<file path="config.mk">
export PLATFORM = sky130hd
export DESIGN_NAME = bshift_top
export DESIGN_NICKNAME = d
export VERILOG_FILES = /design/src/rtl/bshift_pkg.sv /design/src/rtl/bshift_stage.sv /design/src/rtl/bshift_cascade.sv /design/src/rtl/bshift_top.sv
export SDC_FILE = /design/constraint.sdc
export NUM_CORES = 1
export LEC_CHECK = 0
export BUFFER_PORTS_ARGS = -buffer_cell sky130_fd_sc_hd__buf_2
export CAP_MARGIN = 20
export CORE_ASPECT_RATIO = 1.75
export CORE_MARGIN = 2
export CORE_UTILIZATION = 55
export CTS_CLUSTER_SIZE = 10
export DETAILED_ROUTE_END_ITERATION = 10
export GPL_ROUTABILITY_DRIVEN = 0
export MAX_ROUTING_LAYER = met4
export PLACE_DENSITY = 0.77
export SLEW_MARGIN = 20
export SYNTH_ARGS = -nofsm -noshare
export SYNTH_HDL_FRONTEND = slang
export SYNTH_SLANG_ARGS = --single-unit
</file>
<file path="constraint.sdc">
create_clock -name clk -period 0.8 [get_ports clk]
set_input_delay 0.04 -clock clk [delete_from_list [all_inputs] [get_ports clk]]
set_output_delay 0.04 -clock clk [all_outputs]
set_load 0.02 [all_outputs]
</file>
<file path="src/rtl/bshift_pkg.sv">
package bshift_pkg;

    localparam int WORD_W = 32;

    typedef enum logic [1:0] {
        FN_PASS = 2'b00,
        FN_SLL  = 2'b01,
        FN_SRL  = 2'b10,
        FN_SRA  = 2'b11
    } shift_fn_e;

endpackage

</file>
<file path="src/rtl/bshift_stage.sv">
module bshift_stage
    import bshift_pkg::*;
#(
    parameter int WIDTH = WORD_W,
    parameter int DIST  = 1
) (
    input  logic [WIDTH-1:0] din,
    input  shift_fn_e        fn,
    input  logic             en,
    output logic [WIDTH-1:0] dout
);

    always_comb begin
        if (!en) begin
            dout = din;
        end else begin
            unique case (fn)
                FN_PASS: dout = din;
                FN_SLL:  dout = {din[WIDTH-1-DIST:0], {DIST{1'b0}}};
                FN_SRL:  dout = {{DIST{1'b0}}, din[WIDTH-1:DIST]};
                FN_SRA:  dout = {{DIST{din[WIDTH-1]}}, din[WIDTH-1:DIST]};
                default: dout = din;
            endcase
        end
    end

endmodule

</file>
<file path="src/rtl/bshift_cascade.sv">
module bshift_cascade
    import bshift_pkg::*;
#(
    parameter int WIDTH = WORD_W,
    localparam int AMT_W = $clog2(WIDTH)
) (
    input  logic [WIDTH-1:0] din,
    input  shift_fn_e        fn,
    input  logic [AMT_W-1:0] amt,
    output logic [WIDTH-1:0] dout
);

    logic [WIDTH-1:0] tap [AMT_W+1];

    assign tap[0] = din;

    for (genvar k = 0; k < AMT_W; k++) begin : g_stage
        bshift_stage #(
            .WIDTH (WIDTH),
            .DIST  (1 << k)
        ) u_stage (
            .din  (tap[k]),
            .fn   (fn),
            .en   (amt[k]),
            .dout (tap[k+1])
        );
    end

    assign dout = tap[AMT_W];

endmodule

</file>
<file path="src/rtl/bshift_top.sv">
module bshift_top
    import bshift_pkg::*;
#(
    parameter int WIDTH = WORD_W,
    localparam int AMT_W = $clog2(WIDTH)
) (
    input  logic             clk,
    input  logic             rst_n,
    input  logic [WIDTH-1:0] opnd,
    input  logic [1:0]       fn,
    input  logic [AMT_W-1:0] amt,
    output logic [WIDTH-1:0] result
);

    typedef struct packed {
        logic [WIDTH-1:0] result;
    } state_t;

    state_t           state_d;
    state_t           state_q;
    logic [WIDTH-1:0] shifted;

    bshift_cascade #(
        .WIDTH (WIDTH)
    ) u_cascade (
        .din  (opnd),
        .fn   (shift_fn_e'(fn)),
        .amt  (amt),
        .dout (shifted)
    );

    always_comb begin
        state_d        = state_q;
        state_d.result = shifted;
    end

    always_ff @(posedge clk or negedge rst_n) begin
        if (!rst_n) begin
            state_q <= '0;
        end else begin
            state_q <= state_d;
        end
    end

    assign result = state_q.result;

endmodule

</file>
==> impl_metrics.py, run 1 <==
metrics = {
    "run_status": {
        "status": "did not finish",
        "haltStage": "clock tree synthesis (4_1_cts)",
        "error": "[ERROR DPL-0038] Utilization greater than 100%, impossible to legalize",
    },
    "clock_network": {
        "clock_tree.buffer_depth": 2,
        "cts_resized": 273,
        "cts_sinks": 32,
        "cts_root_buf": "clkbuf_16",
        "cts_buffers": 5,
        "cts_hold_buf": 1,
        "cts_setup_buffers": 32,
        "cts.htree.levels": 2,
    },
    "placement": {
        "io_buffers": 72,
        "pre_cts_slack_ns": -1.733,
        "hpwl_mm": 25.05,
    },
    "logic_synthesis": {
        "muxShareOfSynthArea_pct": 4.584,
        "synth_xor_area_share_pct": 0,
        "yosysUniqueCellTypes": 83,
        "yosys_warnings": 0,
        "synthArstFlopShare_pct": 100.0,
        "synth_top_family_by_area": "compound AO/OA/AOI/OAI gates",
        "synth-main-ff-cell": "dfrtp_1",
        "synth_area_mm2": 0.005378,
        "syn_nets": 798,
        "seq_area_frac_synth_pct": 14.89,
        "yosys.area_share.simple_pct": 27.73,
        "synth_edf_count": 0,
        "ys_ff_latch": 32,
        "synthAdderAreaFrac_pct": 0,
        "syn_inst": 757,
        "synth_compound_area_share_pct": 43.58,
        "avgSynthCellArea_um2": 7.104,
    },
    "die": {
        "std_cell_rows": 47,
        "die_x_um": 78.75,
        "die_h_um": 134.8,
        "top_level_ports": 73,
        "start_util_pct": 56.80,
    },
}
## kinds of logic after synthesis
kind of cell    Yosys count
compound gates          325
mux                      23
buf+inv                  91
flops                    32
simple gates            286
## Yosys cell counts, types with 4 or more instances
cell,n,area share (%)
o22a_1,4,0.65
nand2b_1,19,2.2
a221oi_1,9,1.5
inv_1,10,0.70
a21boi_0,5,0.70
a22o_1,7,1.1
a211oi_1,16,2.2
a21o_1,8,1.1
o211ai_1,15,2.1
nor4_1,11,1.3
o32ai_1,9,1.5
nor4bb_1,6,1.1
o221ai_1,20,3.3
a211o_1,9,1.5
nand2_1,55,3.8
a31oi_1,14,1.6
o31ai_1,4,0.56
o21ai_1,12,1.1
buf_6,10,2.1
and3b_1,8,1.3
o2bb2ai_1,4,0.65
clkbuf_1,33,2.3
and2_1,12,1.4
mux2i_1,19,3.5
a22oi_1,7,0.98
o22ai_1,27,3.1
a221o_1,13,2.4
and3_1,7,0.81
nand4_1,5,0.58
o21a_1,7,0.98
buf_2,24,2.2
buf_4,10,1.4
o21ai_0,38,3.5
nor2b_1,12,1.4
a21oi_1,55,5.1
or3_1,6,0.70
nand4b_1,4,0.65
nor2_1,71,5.0
dfrtp_1,32,15
nor3_1,29,2.7
nand3_1,25,2.3
## stage by stage
step	TNS [ns]	hold WS [ns]	utilization (%)	instances	area, µm²
floorplan	-29.58	-0.2556	-	757	5662
global placement	-44.62	-0.003264	85.32	1177	8078
detailed placement	-47.29	0.001156	85.32	1177	8078
==> inputs of run 2 (changes only) <==
CORE_ASPECT_RATIO = unset   (was 1.75)
CORE_UTILIZATION = 40   (was 55)
CTS_CLUSTER_SIZE = unset   (was 10)
MAX_ROUTING_LAYER = unset   (was met4)
PLACE_DENSITY = unset   (was 0.77)
PLACE_DENSITY_LB_ADDON = 0.15   (was unset)
==> run 2 against run 1 <==
Effect of this change: the flow now finishes, with violations (setup timing); synthesized cell count is the same; area after synthesis is the same.
==> impl_metrics.py, run 2 <==
metrics = {
    "run_status": {
        "status": "finished with violations",
        "failed_checks": "setup timing",
    },
    "worst_setup_path": {
        "required_ns": 0.97,
        "critical_path_class": "input port to flop",
        "worstSetupStartpointType": "input port",
        "worstSetupEndpointType": "flop",
        "crit_chain": "buf_8 -> buf_12 -> buf_12 -> buf_8 -> and3b_1 -> or4_4 -> o2bb2ai_4 -> o22ai_4 -> a21oi_2 -> o2111ai_2 -> o311ai_2",
        "worstPathMaxFanout": 7,
        "critPathMaxStageDelay_ns": 0.61,
        "arrival_ns": 2.15,
        "slowest_stage": "or4_4",
    },
    "logic_synthesis": {
        "synthTopCellsByCount": "nor2_1 (71), a21oi_1 (55), nand2_1 (55)",
        "yosysUniqueCellTypes": 83,
        "synthTopCellsByArea": "dfrtp_1 (15%), a21oi_1 (5.1%), nor2_1 (5.0%)",
        "synth_largest_area_cell": "dfrtp_1",
        "synth_edf_count": 0,
        "synth_xor_area_share_pct": 0,
        "synth-main-ff-cell": "dfrtp_1",
        "synth_area_mm2": 0.005378,
        "yosys_warnings": 0,
        "yosysTopAreaCellShare_pct": 14.89,
        "synthArstFlopShare_pct": 100.0,
        "synth_compound_area_share_pct": 43.58,
        "yosys.area_share.simple_pct": 27.73,
        "synthAdderAreaFrac_pct": 0,
        "syn_nets": 798,
        "synth_top_family_by_area": "compound AO/OA/AOI/OAI gates",
        "seq_area_frac_synth_pct": 14.89,
        "muxShareOfSynthArea_pct": 4.584,
        "avgSynthCellArea_um2": 7.104,
        "synthMostInstantiatedCell": "nor2_1",
        "ys_ff_latch": 32,
        "syn_inst": 757,
    },
    "drt": {
        "vias_per_cell": 7.027,
        "vias": 8741,
        "remaining_drc_errors": 0,
        "ant_nets": 0,
        "post_drt_wl_per_cell_um": 25.39,
        "drt-initial-drc-count": 1561,
        "routed_wl_mm": 31.58,
        "drtPass1Iterations": 7,
    },
    "finish": {
        "final_common_cell": "buf_4",
        "utilization_pct": 70.56,
        "largest_reg_flops": 32,
        "final_cell_area_mm2": 0.009306,
        "nets": 1108,
        "area_growth_pct": 73.06,
        "num_antenna_cells": 0,
        "final_cell_mix": "buf_4 (290), nor2_1 (66), nand2_1 (52)",
        "layout-drive-gt1-share_pct": 50.37,
    },
    "grt": {
        "grt_pass1_vias": 8446,
        "antenna_found_initial": 0,
        "track_usage_pct": 42.61,
        "grt_pass1_wl_mm": 47.67,
        "grt_max_degree": 33,
        "grt_overflow_total": 0,
    },
    "clock_network": {
        "clock_tree.buffer_depth": 2,
        "cts_tree": "built",
        "cts.htree.levels": 2,
        "cts_sinks": 32,
        "path_clk_slew_ns": 0.05,
        "cts_buffers": 5,
        "cts_root_buf": "clkbuf_16",
    },
    "sta": {
        "timing.final.ws_setup_ns": -1.183,
        "final-hold-violation-count": 0,
        "fin_crit_ns": 1.983,
        "fmax_mhz": 504.2,
        "report.final.slew_viol_count": 0,
        "min_period_over_period_pct": 247.9,
        "setup-violations-final": 64,
        "relSlewSlack_pct": 57.97,
        "worst_pin_slew_ns": 0.6281,
        "timing.hold.ws_ns": 0.2446,
        "rsz0062_at_grt": "yes",
    },
    "power_and_ir_drop": {
        "vdd_drop_max_uv": 790.8,
        "p_leak_nw": 4.066,
        "p_per_area_mw_per_mm2": 1207,
        "totalPowerFinal_w": 0.01124,
    },
    "placement": {
        "pre_cts_slack_ns": -1.524,
        "hpwl_mm": 24.02,
        "dpl_cell_area_mm2": 0.008018,
        "io_buffers": 72,
    },
    "min_path": {
        "worstHoldPathType": "input port to asynchronous set/reset pin",
    },
    "die": {
        "die_x_um": 120.0,
        "die_area_mm2": 0.01439,
        "core_mm2": 0.01319,
        "die_h_um": 120.0,
        "top_level_ports": 73,
        "start_util_pct": 40.77,
        "std_cell_rows": 42,
    },
    "flow_run": {
        "drv_cap": 0,
    },
}
[run 2: final timing paths]
check	slack (ns)	cells past startpoint	endpoint	start
worst max-delay path	-1.18	11	result[23]$_DFF_PN0_	fn[1]
worst min-delay path	0.24	3	result[25]$_DFF_PN0_	rst_n
max in group asynchronous	0.38	3	result[24]$_DFF_PN0_	rst_n
min in group clk	0.26	3	result[18]$_DFF_PN0_	amt[4]
[run 2: worst max-delay path: cells and delay by family]
kind,cells,cell delay (ns)
AOI/OAI and AO/OA,5,0.82
and+or+nand+nor,2,0.80
buffers and inverters,4,0.48
[run 2: report_power, final]
group	internal [W]	total (W)	switching, W
clock network	0.00164	0.00230	0.000662
registers	0.00186	0.00197	0.000112
logic	0.00317	0.00697	0.00379
[run 2: layout make-up]
type | instances | area (µm²)
Clock inverter | 1 | 30.03
Tap cell | 176 | 220.2
Clock buffer | 7 | 152.6
Fill cell | 1031 | 3884
Timing Repair Buffer | 383 | 3064
Multi-Input combinational cell | 634 | 4994
Inverter | 11 | 45.04
Sequential cell | 32 | 800.8
[run 2: timing repair]
action | 4_1_cts | 5_1_grt
hold buffers | 1 | 0
setup endpoints to repair | 64 | 64
gates resized for setup | 156 | 65
pin swaps | 39 | 40
setup buffers | 13 | 7
hold endpoints to repair | 32 | 0
[run 2: stage by stage]
stage	TNS [ns]	std cells
final	-35.20	1244
after global routing	-36.97	1244
after CTS	-33.30	1239
after detailed placement	-44.88	1217
after global placement	-44.14	1217
after floorplan	-29.58	757
[run 2: logic make-up (layout without fill, tap and decap cells)]
kind of cell           after synthesis  after routing
AND/OR/NAND/NOR                    286            286
flip-flops                          32             32
buffers and inverters               91            402
multiplexers                        23             23
AO/OA/AOI/OAI                      325            325
[run 2: metal layers]
metal	global-route usage, %	vias up	part of all wire (%)
li1	-	3621	-
met1	50.76	3937	34
met2	65.55	902	42
met3	12.79	281	14
met4	29.26	0	9.1
met5	0	-	0
Note: power is estimated with default switching activity, not from simulation.
